<file path="src/rtl/sync_interval_gen.sv">
module sync_interval_gen #(
  parameter int HALF_W  = 16,
  parameter int WIDTH_W = 8,
  parameter int SEL_W   = 3
) (
  input  logic                    clk_i,
  input  logic                    rst_ni,
  input  logic [1:0]              addr_i,
  input  logic [HALF_W-1:0]       wdata_i,
  input  logic                    we_i,
  input  logic [(2**SEL_W)-2:0]   sync_i,
  output logic                    pulse_o
);
  localparam int CNT_W = 2 * HALF_W;
  localparam int NSRC  = 2 ** SEL_W;

  logic [HALF_W-1:0]  hi_stage_q;
  logic [CNT_W-1:0]   interval_q;
  logic [WIDTH_W-1:0] width_q;
  logic [SEL_W-1:0]   sel_q;
  logic [CNT_W-1:0]   cnt_q;
  logic [WIDTH_W-1:0] rem_q;
  logic               pulse_q;

  logic [NSRC-1:0] src;
  logic            restart;
  logic            hit;

  assign src     = {sync_i, 1'b0};
  assign restart = src[sel_q];
  assign hit     = !restart && (cnt_q == interval_q);
  assign pulse_o = pulse_q;

  always_ff @(posedge clk_i or negedge rst_ni) begin
    if (!rst_ni) begin
      hi_stage_q <= {HALF_W{1'b1}};
      interval_q <= {CNT_W{1'b1}};
      width_q    <= '0;
      sel_q      <= '0;
    end else if (we_i) begin
      case (addr_i)
        2'd0: interval_q <= {hi_stage_q, wdata_i};
        2'd1: hi_stage_q <= wdata_i;
        2'd2: width_q    <= wdata_i[WIDTH_W-1:0];
        default: sel_q   <= wdata_i[SEL_W-1:0];
      endcase
    end
  end

  always_ff @(posedge clk_i or negedge rst_ni) begin
    if (!rst_ni) begin
      cnt_q   <= '0;
      rem_q   <= '0;
      pulse_q <= 1'b0;
    end else if (restart) begin
      cnt_q   <= '0;
      rem_q   <= '0;
      pulse_q <= 1'b0;
    end else if (hit) begin
      cnt_q   <= '0;
      rem_q   <= width_q;
      pulse_q <= 1'b1;
    end else begin
      cnt_q <= cnt_q + CNT_W'(1);
      if (pulse_q) begin
        if (rem_q == '0) pulse_q <= 1'b0;
        else             rem_q   <= rem_q - WIDTH_W'(1);
      end
    end
  end

  a_r2_count_step: assert property (@(posedge clk_i) disable iff (!rst_ni)
    (!restart && cnt_q != interval_q) |=> cnt_q == $past(cnt_q) + CNT_W'(1));

  a_r3_wrap_starts_pulse: assert property (@(posedge clk_i) disable iff (!rst_ni)
    hit |=> (cnt_q == '0) && pulse_o);

  a_r4_pulse_ends_on_empty: assert property (@(posedge clk_i) disable iff (!rst_ni)
    $fell(pulse_o) |-> ($past(restart) || $past(rem_q) == '0));

  a_r6_restart_clears: assert property (@(posedge clk_i) disable iff (!rst_ni)
    restart |=> (cnt_q == '0) && !pulse_o);

  a_r8_high_write_staged: assert property (@(posedge clk_i) disable iff (!rst_ni)
    (we_i && addr_i == 2'd1) |=> $stable(interval_q));
endmodule

</file>
<file path="config.mk">
export PLATFORM = sky130hd
export DESIGN_NAME = sync_interval_gen
export DESIGN_NICKNAME = d
export VERILOG_FILES = /design/src/rtl/sync_interval_gen.sv
export SDC_FILE = /design/constraint.sdc
export NUM_CORES = 1
export LEC_CHECK = 0
export BUFFER_PORTS_ARGS = -buffer_cell sky130_fd_sc_hd__buf_2
export CAP_MARGIN = 20
export CORE_MARGIN = 2
export CORE_UTILIZATION = 61
export CTS_CLUSTER_DIAMETER = 60
export DETAILED_ROUTE_END_ITERATION = 10
export PLACE_DENSITY_LB_ADDON = 0.08
export REMOVE_ABC_BUFFERS = 1
export SETUP_SLACK_MARGIN = 0.3
export SYNTH_ARGS = -nofsm -noshare
export SYNTH_HDL_FRONTEND = slang
export SYNTH_SLANG_ARGS = --single-unit
</file>
<file path="constraint.sdc">
create_clock -name clk_i -period 2.5 [get_ports clk_i]
set_input_delay 0.25 -clock clk_i [delete_from_list [all_inputs] [get_ports clk_i]]
set_output_delay 0.25 -clock clk_i [all_outputs]
set_load 0.1 [all_outputs]
</file>
Word level (Yosys, flattened, before mapping)
Index checks and enable logic that the tools add are counted.
W data, S select, Z words.
Storage, ports and cells
  logic and storage cells: 38
  register bits: 100
  output and inout bits: 1
  input bits: 28
Operators by class
  $lt $le $gt $ge: 1
  $add $sub $neg: 2
  bitwise operators: 1
  equality and inequality tests: 4
  muxes and demuxes: 12
  reduce and logical (&&, ||, !) cells: 11
Operators by type and width (count)
  $mux W32: 2
  $add A32 B1 Y32 const B: 1
  $eq A32 B32 Y1: 1
  $mux W8: 4
  $reduce_and A2 Y1: 5
  $logic_not A8 Y1: 1
  $sub A8 B1 Y8 const B: 1
  $mux W1: 5
  $lt A3 B4 Y1 const B: 1
  $bmux W1 S3: 1
  $ne A3 B3 Y1 const B: 1
  $reduce_bool A3 Y1: 1
  $reduce_or A3 Y1: 1
  $eq A2 B1 Y1 const B: 1
  $eq A2 B2 Y1 const B: 1
  $logic_not A2 Y1: 1
  $logic_and A1 B1 Y1: 1
  $logic_not A1 Y1: 1
  $not A1 Y1: 1

Depth between registers and ports, before layout
  depth after elaboration: 6
  depth in mapped cells: 7
  depth with buffers taken out: 7

Worst setup path before layout
OpenSTA, ideal clock, no wires.
  path kind: flip-flop to flip-flop
  from: register pulse_q (netlist: pulse_o)
  to: register rem_q[7]
  clock period less this slack: 2074 ps
  path buffers: 0
  cell stages (with the launch flop): 5
  setup time: 133 ps
  arrival time: 1941 ps
  data required time: 2367 ps
  setup slack: 426 ps
  cells stage by stage: dfrtp_1 -> or3b_2 -> nor3_1 -> mux2i_1 -> a211oi_1
Between the ends
  cells in the longest elaborated chain, start to end: 2
Ends and longest elaborated chain
  start, declared: RTL line 23  | logic pulse_q;
  start signal, assigned: RTL line 54  | pulse_q <= 1'b0;
  start signal, assigned: RTL line 58  | pulse_q <= 1'b0;
  start signal, assigned: RTL line 62  | pulse_q <= 1'b1;
  $reduce_bool A3 Y1 (no line)
  $reduce_and A2 Y1 (no line)
  end signal, assigned: RTL line 61  | rem_q <= width_q;
  end signal, assigned: RTL line 67  | else rem_q <= rem_q - WIDTH_W'(1);
  end, declared: RTL line 22  | logic [WIDTH_W-1:0] rem_q;
No other way between the ends.
A chain may end at the register's enable or synchronous reset.

Worst setup path after layout
  from: register cnt_q[29]
  to: register cnt_q[23]
Between the ends
  cells in the longest elaborated chain, start to end: 4
Ends and longest elaborated chain
  start, declared: RTL line 21  | logic [CNT_W-1:0] cnt_q;
  start signal, assigned: RTL line 64  | cnt_q <= cnt_q + CNT_W'(1);
  $eq A32 B32 Y1: RTL line 31  | assign hit = !restart && (cnt_q == interval_q);
  $logic_and A1 B1 Y1: RTL line 31
  $mux W32: RTL line 59  | end else if (hit) begin
  $mux W32: RTL line 55  | end else if (restart) begin
No other way between the ends.

==> flow_metrics.env <==
export IMPL_status="completed"
export IMPL_worstSetupPathType="flop to flop"
export IMPL_fp_coreArea_sq_um=7687
export IMPL_gr_usage_met1=0.3297
export IMPL_area_delta_synth_final_pct=10.09
export IMPL_grt_max_degree=56
export IMPL_pre_cts_slack_ps=413.7
export IMPL_wl_per_cell_um=17.26
export IMPL_wl_um=9286
export IMPL_crit_fanout=19
export IMPL_synth_ff_type="dfrtp_1"
export IMPL_cts_num_sinks=100
export IMPL_track_usage=0.2339
export IMPL_io_pins=29
export IMPL_finalSetupViolations=0
export IMPL_die_w_um=93.03
export IMPL_slowest_delay_ps=450
export IMPL_rows=32
export IMPL_via_per_inst=5.680
export IMPL_timing_final_crit_period_ps=2012
export IMPL_yosysWarnings=0
export IMPL_final_cell_area_sq_um=5323
export IMPL_fin_ws_ps=488.4
export IMPL_end_kind="flop"
export IMPL_clock_fmax_mhz=497.1
export IMPL_grt_busiest_layer="met2"
export IMPL_drtIter0Drc=142
export IMPL_final_hold_viol_count=0
export IMPL_slew_viol_final=0
export IMPL_die_y_um=93.03
export IMPL_hold_depth=2
export IMPL_critPathLaunchType="flop"
export IMPL_clk_path_buf_depth=2
export IMPL_timing_rr_start="cnt_q[29]"
export IMPL_cts_tree="yes"
export IMPL_first_pass_iters=4
export IMPL_worstPathCellList="xnor2_1 -> nand4_1 -> nor4_2 -> a21o_1 -> buf_4 -> nor2_1"
export IMPL_fillers=609
export IMPL_whs_endpoint="hi_stage_q[9]"
export IMPL_clock_latency_ps=370
export IMPL_hp_start="wdata_i[9]"
export IMPL_cap_violations=0
export IMPL_initial_core_util=0.6289
export IMPL_rr_endpoint="cnt_q[23]"
export IMPL_timing_slew_headroom=0.5316
export IMPL_gp_congestion=0.8430
export IMPL_cts_buffers_inserted=9
export IMPL_n_antenna_cell=0
export IMPL_cts_root_buf="clkbuf_8"
export IMPL_period_share=0.8047
export IMPL_grt_ovfl_total=0
export IMPL_h_tree_depth=3
export IMPL_critPathRequiredTime_ps=2750
export IMPL_synth_cell_types=46
export IMPL_finClkSkew_ps=13.36
export IMPL_rrSetupSlack_ps=490
export IMPL_leakage_nw=2.208
export IMPL_grt_met3_usage=0.04835
export IMPL_antenna_found_initial=0
export IMPL_power_density_nw_per_um2=715.7
export IMPL_drc=0
export IMPL_synth_edf_count=0
export IMPL_netlist_instances=397
export IMPL_grt_pass1_vias=3048
export IMPL_nNetsFinal=462
export IMPL_syn_avg_cell_area_sq_um=12.18
export IMPL_place_area_sq_um=5110
export IMPL_peakVddDrop_uv=428.1
export IMPL_rsz0062_at_grt="no"
export IMPL_ys_async_sr_fraction=1.000
export IMPL_ant_nets=0
export IMPL_yosysSeqAreaShare=0.5300
export IMPL_netlist_area_sq_um=4835
export IMPL_vias=3056
export IMPL_met2_usage=0.3732
export IMPL_tightest_slew_ps=702.5
export IMPL_post_cts_buffers=0
export IMPL_hold_path_class="input pin to flop"
export IMPL_grt_pass1_wl_um=15400
export IMPL_clk_pin_slew_worst_paths_ps=100
export IMPL_ys_seq_elements=100
export IMPL_numPortBuffers=28
export IMPL_dieArea_sq_um=8654
export IMPL_worst_path_max_delay_cell="nor4_2"
export IMPL_dpl_hpwl_um=6475
export IMPL_drive_above_1_share=0.4083
export IMPL_arrival_ps=2260
export IMPL_worstRegToRegCells=6
## metal layers
layer,up-vias,wire [um]
li1,1468,-
met1,1522,4320
met2,55,4483
met3,11,348
met4,0,133
met5,-,0
## metrics by stage
step	instances	hold slack, ps	total power, W	util	setup TNS (ps)
finish	538	117.2	0.003809	0.6924	0
detailed placement	521	338.9	0.002859	0.6647	0
floorplan	382	-45.59	0.002610	-	-21840
CTS	538	102.7	0.003841	0.6901	0
global placement	521	342.8	0.002827	0.6647	0
global route	538	117.0	0.004003	0.6924	0
## cells by family (layout without fill, tap and decap cells)
group           Yosys count  after routing  synth area share
mux                      63             63            0.1483
simple gates            120            120            0.1454
buf+inv                  20             59           0.02044
fa+ha+maj                 3              3          0.007765
flops                   100            100            0.5300
compound gates           34             34           0.04477
xor+xnor                 57             57            0.1033
## synthesized netlist by cell type (7+ instances only)
| library cell | instances | area (sq um) |
|---|---|---|
| a211oi_1 | 7 | 52.55 |
| a21oi_1 | 13 | 65.06 |
| clkbuf_1 | 8 | 30.03 |
| dfrtp_1 | 52 | 1301 |
| dfstp_2 | 48 | 1261 |
| mux2_2 | 59 | 664.4 |
| nand2_1 | 15 | 56.30 |
| nand3_1 | 14 | 70.07 |
| nand4_1 | 12 | 75.07 |
| nor2_1 | 34 | 127.6 |
| xnor2_1 | 43 | 376.6 |
| xor2_1 | 14 | 122.6 |
## flip-flops by register name, summed over array words and instances, names as in the netlist
name,count
cnt_q,32
hi_stage_q,16
pulse_o,1
width_q,8
rem_q,8
sel_q,3
interval_q,32
## worst max-delay path by stage
stage	startpoint	endpoint	slack, ps	depth (start not counted)
3_5_place_dp	cnt_q[29]	rem_q[7]	410	5
3_3_place_gp	interval_q[29]	cnt_q[12]	400	6
4_1_cts	cnt_q[29]	cnt_q[23]	390	6
5_1_grt	cnt_q[14]	cnt_q[30]	340	5
2_1_floorplan	addr_i[1]	interval_q[0]	-680	2
6_report	cnt_q[29]	cnt_q[23]	490	6
## worst max-delay path, delay by kind of cell, from the launching register on
kind,cells,cell delay [ps]
AND/OR/NAND/NOR,3,720
flip-flops,1,440
XOR/XNOR,1,280
buffers and inverters,1,240
AO/OA/AOI/OAI,1,190
## power breakdown
part	internal, W	switching [W]
clock	0.000425	0.000554
combinational	0.000354	0.000292
sequential	0.00199	0.000194
total	0.00277	0.00104
## what timing repair did
item,in CTS,in global routing
endpoints found under the hold margin,29,0
hold buffers,1,0
resized for setup,0,3
setup endpoints to repair,0,25
## area by class of cell
class                      count  area [sq um]  area share
sequential                   100          2562      0.4814
multi-input combinational    277          2196      0.4126
timing repair buffer          38         232.7     0.04372
clock buffer                  11         152.6     0.02868
tap                          102         127.6     0.02398
clock inverter                 5         32.53    0.006112
inverter                       5         18.77    0.003526
## cell usage in the layout (no fill, tap or decap), drive strengths merged, types with 4 or more instances in the layout
master | synthesis | final
and3b | 6 | 6
nor3 | 6 | 6
inv | 5 | 7
nand3 | 15 | 15
nand4 | 16 | 16
mux2 | 59 | 59
buf | 6 | 37
dfrtp | 52 | 52
xnor2 | 43 | 43
nor4 | 5 | 5
a211oi | 7 | 7
and3 | 4 | 4
a21oi | 13 | 13
nand2 | 15 | 15
dfstp | 48 | 48
nor2 | 34 | 34
clkbuf | 9 | 11
xor2 | 14 | 14
or3 | 6 | 6
o21ai | 6 | 6
Note: power is estimated with default switching activity, not from simulation.
